### src/rtl/svm3_dwell.sv
module svm3_dwell #(
  parameter int TW       = 16,
  parameter int LOC_BITS = 6
) (
  input  logic                  clk,
  input  logic                  rst_n,
  input  logic                  start,
  input  logic [LOC_BITS+2:0]   angle,
  input  logic [TW-1:0]         ref_mag,
  input  logic [TW-1:0]         adj_mag,
  input  logic [TW-1:0]         half_period,
  output logic                  done,
  output logic [2:0]            sector,
  output logic [TW-1:0]         dwell_a,
  output logic [TW-1:0]         dwell_b,
  output logic [TW-1:0]         dwell_null
);
  localparam int QW   = TW + 1;
  localparam int FRAC = TW - 1;
  localparam int NW   = 3 * TW;
  localparam int RW   = NW - QW;
  localparam int NLOC = 2 ** LOC_BITS;
  localparam int HALF = NLOC / 2;
  localparam int CW   = $clog2(QW + 1);

  typedef enum logic [3:0] {S_IDLE, S_MA1, S_MB1, S_DV1, S_MA2, S_MB2, S_DV2,
                            S_CHK, S_MS, S_DVS, S_FIN} st_t;

  function automatic logic [TW-1:0] sine_q(input int k);
    real rad;
    rad = 3.14159265358979 * k / (3.0 * (2.0 ** LOC_BITS));
    return TW'($rtoi($sin(rad) * (2.0 ** FRAC) + 0.5));
  endfunction

  logic [TW-1:0] rom [NLOC];
  for (genvar g = 0; g < NLOC; g++) begin : g_rom
    assign rom[g] = sine_q(g);
  end

  st_t                 st;
  logic [2:0]          sec_r;
  logic [LOC_BITS-1:0] loc_r;
  logic [TW-1:0]       mag_r, adj_r, tc_r;
  logic [2*TW-1:0]     p_r;
  logic [RW-1:0]       rem_r, den_r;
  logic [QW-1:0]       lo_r, ta_r, tb_r;
  logic [CW-1:0]       cnt_r;

  logic [2:0]          raw_sec;
  logic [2*TW-1:0]     mul_a;
  logic [TW-1:0]       mul_b, s_a, s_b;
  logic [NW-1:0]       prod;
  logic [RW:0]         trial;
  logic                ge;
  logic [RW-1:0]       rem_nx;
  logic [QW-1:0]       q_nx;
  logic [QW:0]         sum_ab;
  logic                last;

  assign raw_sec = angle[LOC_BITS+2:LOC_BITS];
  assign s_a     = (int'(loc_r) <= HALF) ? rom[LOC_BITS'(HALF - int'(loc_r))] : '0;
  assign s_b     = rom[loc_r];

  always_comb begin
    mul_a = {{TW{1'b0}}, mag_r};
    mul_b = s_a;
    case (st)
      S_MA2:        mul_b = s_b;
      S_MB1, S_MB2: begin mul_a = p_r; mul_b = tc_r; end
      S_MS:         begin mul_a = (2*TW)'(ta_r); mul_b = tc_r; end
      default: ;
    endcase
  end

  assign prod   = NW'(mul_a) * NW'(mul_b);
  assign trial  = {rem_r, lo_r[QW-1]};
  assign ge     = (den_r != '0) && (trial >= {1'b0, den_r});
  assign rem_nx = ge ? RW'(trial - {1'b0, den_r}) : trial[RW-1:0];
  assign q_nx   = {lo_r[QW-2:0], ge};
  assign sum_ab = {1'b0, ta_r} + {1'b0, tb_r};
  assign last   = (cnt_r == CW'(QW - 1));

  always_ff @(posedge clk or negedge rst_n) begin
    if (!rst_n) begin
      st <= S_IDLE;
      sec_r <= '0; loc_r <= '0; mag_r <= '0; adj_r <= '0; tc_r <= '0;
      p_r <= '0; rem_r <= '0; den_r <= '0; lo_r <= '0; cnt_r <= '0;
      ta_r <= '0; tb_r <= '0;
      done <= 1'b0; sector <= '0;
      dwell_a <= '0; dwell_b <= '0; dwell_null <= '0;
    end else begin
      done <= 1'b0;
      case (st)
        S_IDLE: if (start) begin
          sec_r <= (raw_sec >= 3'd6) ? raw_sec - 3'd6 : raw_sec;
          loc_r <= angle[LOC_BITS-1:0];
          mag_r <= (ref_mag > adj_mag) ? adj_mag : ref_mag;
          adj_r <= adj_mag;
          tc_r  <= half_period;
          st    <= S_MA1;
        end
        S_MA1, S_MA2: begin
          p_r <= prod[2*TW-1:0];
          st  <= (st == S_MA1) ? S_MB1 : S_MB2;
        end
        S_MB1, S_MB2, S_MS: begin
          rem_r <= prod[NW-1:QW];
          lo_r  <= prod[QW-1:0];
          den_r <= (st == S_MS) ? RW'(sum_ab) : RW'({adj_r, {(FRAC-1){1'b0}}});
          cnt_r <= '0;
          st    <= (st == S_MB1) ? S_DV1 : (st == S_MB2) ? S_DV2 : S_DVS;
        end
        S_DV1, S_DV2, S_DVS: begin
          rem_r <= rem_nx;
          lo_r  <= q_nx;
          cnt_r <= cnt_r + 1'b1;
          if (last) begin
            if (st == S_DV1) begin
              ta_r <= q_nx; st <= S_MA2;
            end else if (st == S_DV2) begin
              tb_r <= q_nx; st <= S_CHK;
            end else begin
              ta_r <= q_nx; tb_r <= QW'({1'b0, tc_r} - q_nx); st <= S_FIN;
            end
          end
        end
        S_CHK: st <= (sum_ab > (QW+1)'(tc_r)) ? S_MS : S_FIN;
        S_FIN: begin
          dwell_a    <= ta_r[TW-1:0];
          dwell_b    <= tb_r[TW-1:0];
          dwell_null <= TW'((QW+1)'(tc_r) - sum_ab);
          sector     <= sec_r;
          done       <= 1'b1;
          st         <= S_IDLE;
        end
        default: st <= S_IDLE;
      endcase
    end
  end


  done_pulse_chk: assert property (@(posedge clk) disable iff (!rst_n)
    done |=> !done);


  dwell_sum_chk: assert property (@(posedge clk) disable iff (!rst_n)
    done |-> ((QW+1)'(dwell_a) + (QW+1)'(dwell_b) + (QW+1)'(dwell_null) == (QW+1)'(tc_r)));


  sector_range_chk: assert property (@(posedge clk) disable iff (!rst_n)
    sector < 3'd6);


  busy_hold_chk: assert property (@(posedge clk) disable iff (!rst_n)
    (st != S_IDLE) |=> ($stable(tc_r) && $stable(mag_r) && $stable(loc_r)));


  out_hold_chk: assert property (@(posedge clk) disable iff (!rst_n)
    !done |-> ##1 (!done || $past(st == S_FIN)));
endmodule

### config.mk
export PLATFORM = sky130hd
export DESIGN_NAME = svm3_dwell
export DESIGN_NICKNAME = d
export VERILOG_FILES = /design/src/rtl/svm3_dwell.sv
export SDC_FILE = /design/constraint.sdc
export NUM_CORES = 2
export LEC_CHECK = 0
export ABC_AREA = 1
export BUFFER_PORTS_ARGS = -buffer_cell sky130_fd_sc_hd__buf_2
export CAP_MARGIN = 10
export CORE_UTILIZATION = 43
export CTS_BUF_LIST = sky130_fd_sc_hd__clkbuf_4 sky130_fd_sc_hd__clkbuf_8
export CTS_CLUSTER_SIZE = 25
export DETAILED_ROUTE_END_ITERATION = 6
export GPL_TIMING_DRIVEN = 0
export PLACE_DENSITY = 0.6
export SYNTH_ARGS = -nofsm -noshare
export SYNTH_HDL_FRONTEND = slang
export SYNTH_SLANG_ARGS = --single-unit
### constraint.sdc
create_clock -name clk -period 7.5 [get_ports clk]
set_input_delay 0 -clock clk [delete_from_list [all_inputs] [get_ports clk]]
set_output_delay 0 -clock clk [all_outputs]
set_load 0.01 [all_outputs]
==> impl_summary.txt <==
----------------------------------------------------
[Clock network]
  Root Buffer Master ... sky130_fd_sc_hd__clkbuf_8
  Number of levels the H-tree was split into ... 2
  Clock transition at path regs ... 70 ps
  Clk Latency, worst-skew pair ... 650 ps
  Number of clock buffers inserted by TritonCTS ... 44
  Clock sink count ... 262
  CTS Buffer Depth ... 3
  TritonCTS clock tree ... built

[Timing]
  Slew at the pin with the worst max-slew slack ... 958 ps
  Final-report setup violation count ... 47
  Tcrit/Tclk final ... 104%
  Unrepaired setup endpoints after global routing ... true
  Max-Slew Margin vs Limit ... 35.9%
  Fin Clk Skew ... 44.8 ps
  Min Clock Period, post-route ... 7800 ps
  Final setup margin ... -301 ps
  Count of final max-slew check failures ... 0
  Number of hold violations in the final report ... 0
  Final sum of negative setup slack ... -7790 ps
  Top achievable clock speed ... 128 MHz

[Drt]
  Drt initial violations ... 3143
  Total via count after detailed routing ... 35437
  Post-DR wirelength/cell ... 22.5 µm
  Total DRC errors in the routed layout ... 0
  First-pass iteration count of the detailed router ... 6
  Antenna violation net count after detailed routing ... 0
  Avg Vias per Cell ... 5.54
  Total Routed Length ... 144000 µm

[Setup path]
  WS Path Type ... flip-flop to flip-flop
  Reg-to-reg slack, setup ... -300 ps
  Worst path max stage delay ... 630 ps
  Worst path slowest cell ... sky130_fd_sc_hd__fa_1
  Endpoint required time on the critical path ... 7970 ps
  Crit Path Max Fanout ... 6
  Setup crit start kind ... flip-flop
  Arrival time worst endpoint ... 8270 ps
  Worst Setup End Kind ... flip-flop
  Most numerous cell on the critical path ... sky130_fd_sc_hd__fa_1

[Floorplan]
  Num ports ... 112
  Height of the die ... 292 µm
  Effective utilization at floorplan ... 43.4%
  Core outline area ... 83400 µm²
  Row cnt ... 106
  Horizontal die dimension ... 292 µm
  Die footprint ... 85400 µm²

[Synthesis]
  Number of synthesized flops with an enable pin ... 0
  Post-synthesis instance area ... 36200 µm²
  Syn nets ... 5668
  Proportion of netlist area held by the largest area contributor ... 23.3%
  Post-synthesis cell count ... 4931
  Number of warning messages in the yosys log ... 0
  FFs w/ async S/R, synth ... 100%
  Top area cells in the synthesized netlist ... sky130_fd_sc_hd__fa_1 23%, sky130_fd_sc_hd__dfrtp_1 18%, sky130_fd_sc_hd__nand2_1 13%, sky130_fd_sc_hd__inv_1 9.5%, sky130_fd_sc_hd__ha_1 8.8%
  Fraction of the yosys area taken by sequential cells ... 18.1%
  Average footprint of a synthesized cell ... 7.34 µm²
  Number of distinct standard cells referenced by the synthesized netlist ... 63
  Largest area contributor in the synthesized netlist ... sky130_fd_sc_hd__fa_1
  Most common library cells after synthesis ... 1236 x sky130_fd_sc_hd__nand2_1, 912 x sky130_fd_sc_hd__inv_1, 422 x sky130_fd_sc_hd__fa_1
  Count leader, synth ... sky130_fd_sc_hd__nand2_1
  Most frequently used flop master after synthesis ... sky130_fd_sc_hd__dfrtp_1
  Flops & latches, synth ... 262

[Global route]
  GRT overflow ... 0
  Pin count of the biggest net entering global routing ... 118
  Total GRT Usage ... 33.6%
  Number of antenna violations at the first check in global routing ... 2
  Wire length of the first global-routing pass ... 215000 µm
  Vias in the first global route ... 34993

[Status]
  Result of the run ... finished, violations left
  Failing checks ... setup timing

[Layout]
  Area delta synth->final ... 21.1%
  Layout cell share with drive strength beyond 1 ... 19.9%
  Final #Nets ... 6016
  Final instance count without filler cells ... 6395

[Min path]
  Class of the most critical hold timing path ... primary input to flip-flop

[Placement]
  Quantity of I/O buffers inserted on ports ... 111
  Final RePlAce weighted congestion ... 0.984
  Worst setup slack after placement ... -2240 ps
  Cell count after placement ... 6124
  DPL Wire Length ... 114000 µm

[Job]
  Maximum Capacitance Violations ... 0

----------------------------------------------------
## layer usage
| layer | track usage (%) | vias up | share of wire (%) |
|---|---|---|---|
| met3 | 4.47 | 369 | 7.7 |
| met1 | 44.8 | 17369 | 41 |
| met2 | 54.0 | 1625 | 46 |
| met5 | 0 | - | 0 |
| met4 | 16.0 | 0 | 5.7 |
| li1 | - | 16074 | - |
## critical path: cells and delay by family (launching register included)
kind	cells	cell delay [ps]
adder cells (fa/ha/maj)	10	4170
AND/OR/NAND/NOR	11	1100
buffers and inverters	11	1070
AO/OA/AOI/OAI	5	720
flip-flops	1	550
## through the flow
step | instance area (µm²) | hold WS, ps | util [%]
floorplan | 36200 | -296 | -
global placement | 38100 | 216 | 45.7
detailed placement | 38200 | -63.6 | 45.8
CTS | 42100 | 79.4 | 50.5
global route | 43900 | 130 | 52.6
finish | 43900 | 119 | 52.6
## cell type report
type	instances	area, µm²
fillers	8105	39600
multi-input cells	3560	27600
flip-flops and latches	262	6560
inverters	948	3640
repair buffers	305	2460
well taps	1080	1350
plain buffers	158	1160
clock buffers	67	872
clock inverters	14	194
diodes	1	2.50
## logic make-up (layout without fill, tap and decap cells)
| kind of cell | after synthesis | after routing | share of synthesized area (%) |
|---|---|---|---|
| buffers and inverters | 1109 | 1492 | 12.5 |
| muxes | 1 | 1 | 0.0276 |
| other | 0 | 1 | 0 |
| DFF | 262 | 262 | 18.1 |
| and+or+nand+nor | 2085 | 2085 | 24.2 |
| AOI/OAI and AO/OA | 734 | 734 | 11.5 |
| xor gates and xnor gates | 63 | 63 | 1.52 |
| adders and majority gates | 677 | 677 | 32.1 |
## worst paths after layout
check	start	to	depth (start not counted)
setup / recovery	loc_r[1]	p_r[25]	37
hold / removal	angle[6]	sec_r[0]	4
setup reg to reg	loc_r[1]	p_r[25]	37
hold reg to reg	lo_r[14]	lo_r[15]	2
max in group asynchronous	rst_n	p_r[23]	4
min in group asynchronous	rst_n	dwell_b[6]	4
## state kept, by name (all words and copies together), names as in the netlist, 16 cells and up
| register | cells |
|---|---|
| adj_r | 16 |
| den_r | 30 |
| dwell_a | 16 |
| dwell_b | 16 |
| dwell_null | 16 |
| lo_r | 17 |
| mag_r | 16 |
| p_r | 32 |
| rem_r | 31 |
| ta_r | 17 |
| tb_r | 17 |
| tc_r | 16 |
## what timing repair did
item,4_1_cts,5_1_grt
hold buffers,65,0
buffers inserted,65,57
gates resized for setup,437,364
gates cloned,2,3
pin swaps,117,176
endpoints found under the setup margin,68,58
hold endpoints to repair,322,0
## placed cells by master, fill, tap and decap left out, types with 12 or more instances in the layout
cell	netlist	final
sky130_fd_sc_hd__a21oi_1	230	178
sky130_fd_sc_hd__a21oi_2	5	33
sky130_fd_sc_hd__a21oi_4	1	25
sky130_fd_sc_hd__a22oi_1	16	14
sky130_fd_sc_hd__buf_12	2	19
sky130_fd_sc_hd__buf_2	48	145
sky130_fd_sc_hd__buf_4	9	111
sky130_fd_sc_hd__buf_6	26	33
sky130_fd_sc_hd__clkbuf_1	70	59
sky130_fd_sc_hd__clkbuf_8	0	60
sky130_fd_sc_hd__dfrtp_1	262	259
sky130_fd_sc_hd__dlygate4sd3_1	0	64
sky130_fd_sc_hd__fa_1	422	391
sky130_fd_sc_hd__fa_2	0	31
sky130_fd_sc_hd__ha_1	255	220
sky130_fd_sc_hd__ha_4	0	33
sky130_fd_sc_hd__inv_1	912	834
sky130_fd_sc_hd__inv_2	27	92
sky130_fd_sc_hd__nand2_1	1236	1113
sky130_fd_sc_hd__nand2_2	30	113
sky130_fd_sc_hd__nand2_4	6	43
sky130_fd_sc_hd__nand3_1	235	192
sky130_fd_sc_hd__nand3_2	1	33
sky130_fd_sc_hd__nand3_4	2	13
sky130_fd_sc_hd__nand4_1	48	48
sky130_fd_sc_hd__nor2_1	403	346
sky130_fd_sc_hd__nor2_2	55	80
sky130_fd_sc_hd__nor2_4	7	39
sky130_fd_sc_hd__nor3_1	17	15
sky130_fd_sc_hd__o211ai_1	38	38
sky130_fd_sc_hd__o21ai_0	308	261
sky130_fd_sc_hd__o21ai_1	13	35
sky130_fd_sc_hd__o21ai_2	5	18
sky130_fd_sc_hd__o21ai_4	0	12
sky130_fd_sc_hd__o21bai_1	17	16
sky130_fd_sc_hd__o221ai_1	17	15
sky130_fd_sc_hd__o22ai_1	39	39
sky130_fd_sc_hd__or2_2	20	13
sky130_fd_sc_hd__xnor2_1	32	24
sky130_fd_sc_hd__xor2_1	31	28
Power is not shown: default switching activity piles up to over one toggle a cycle in this logic, so the estimate is an artifact.
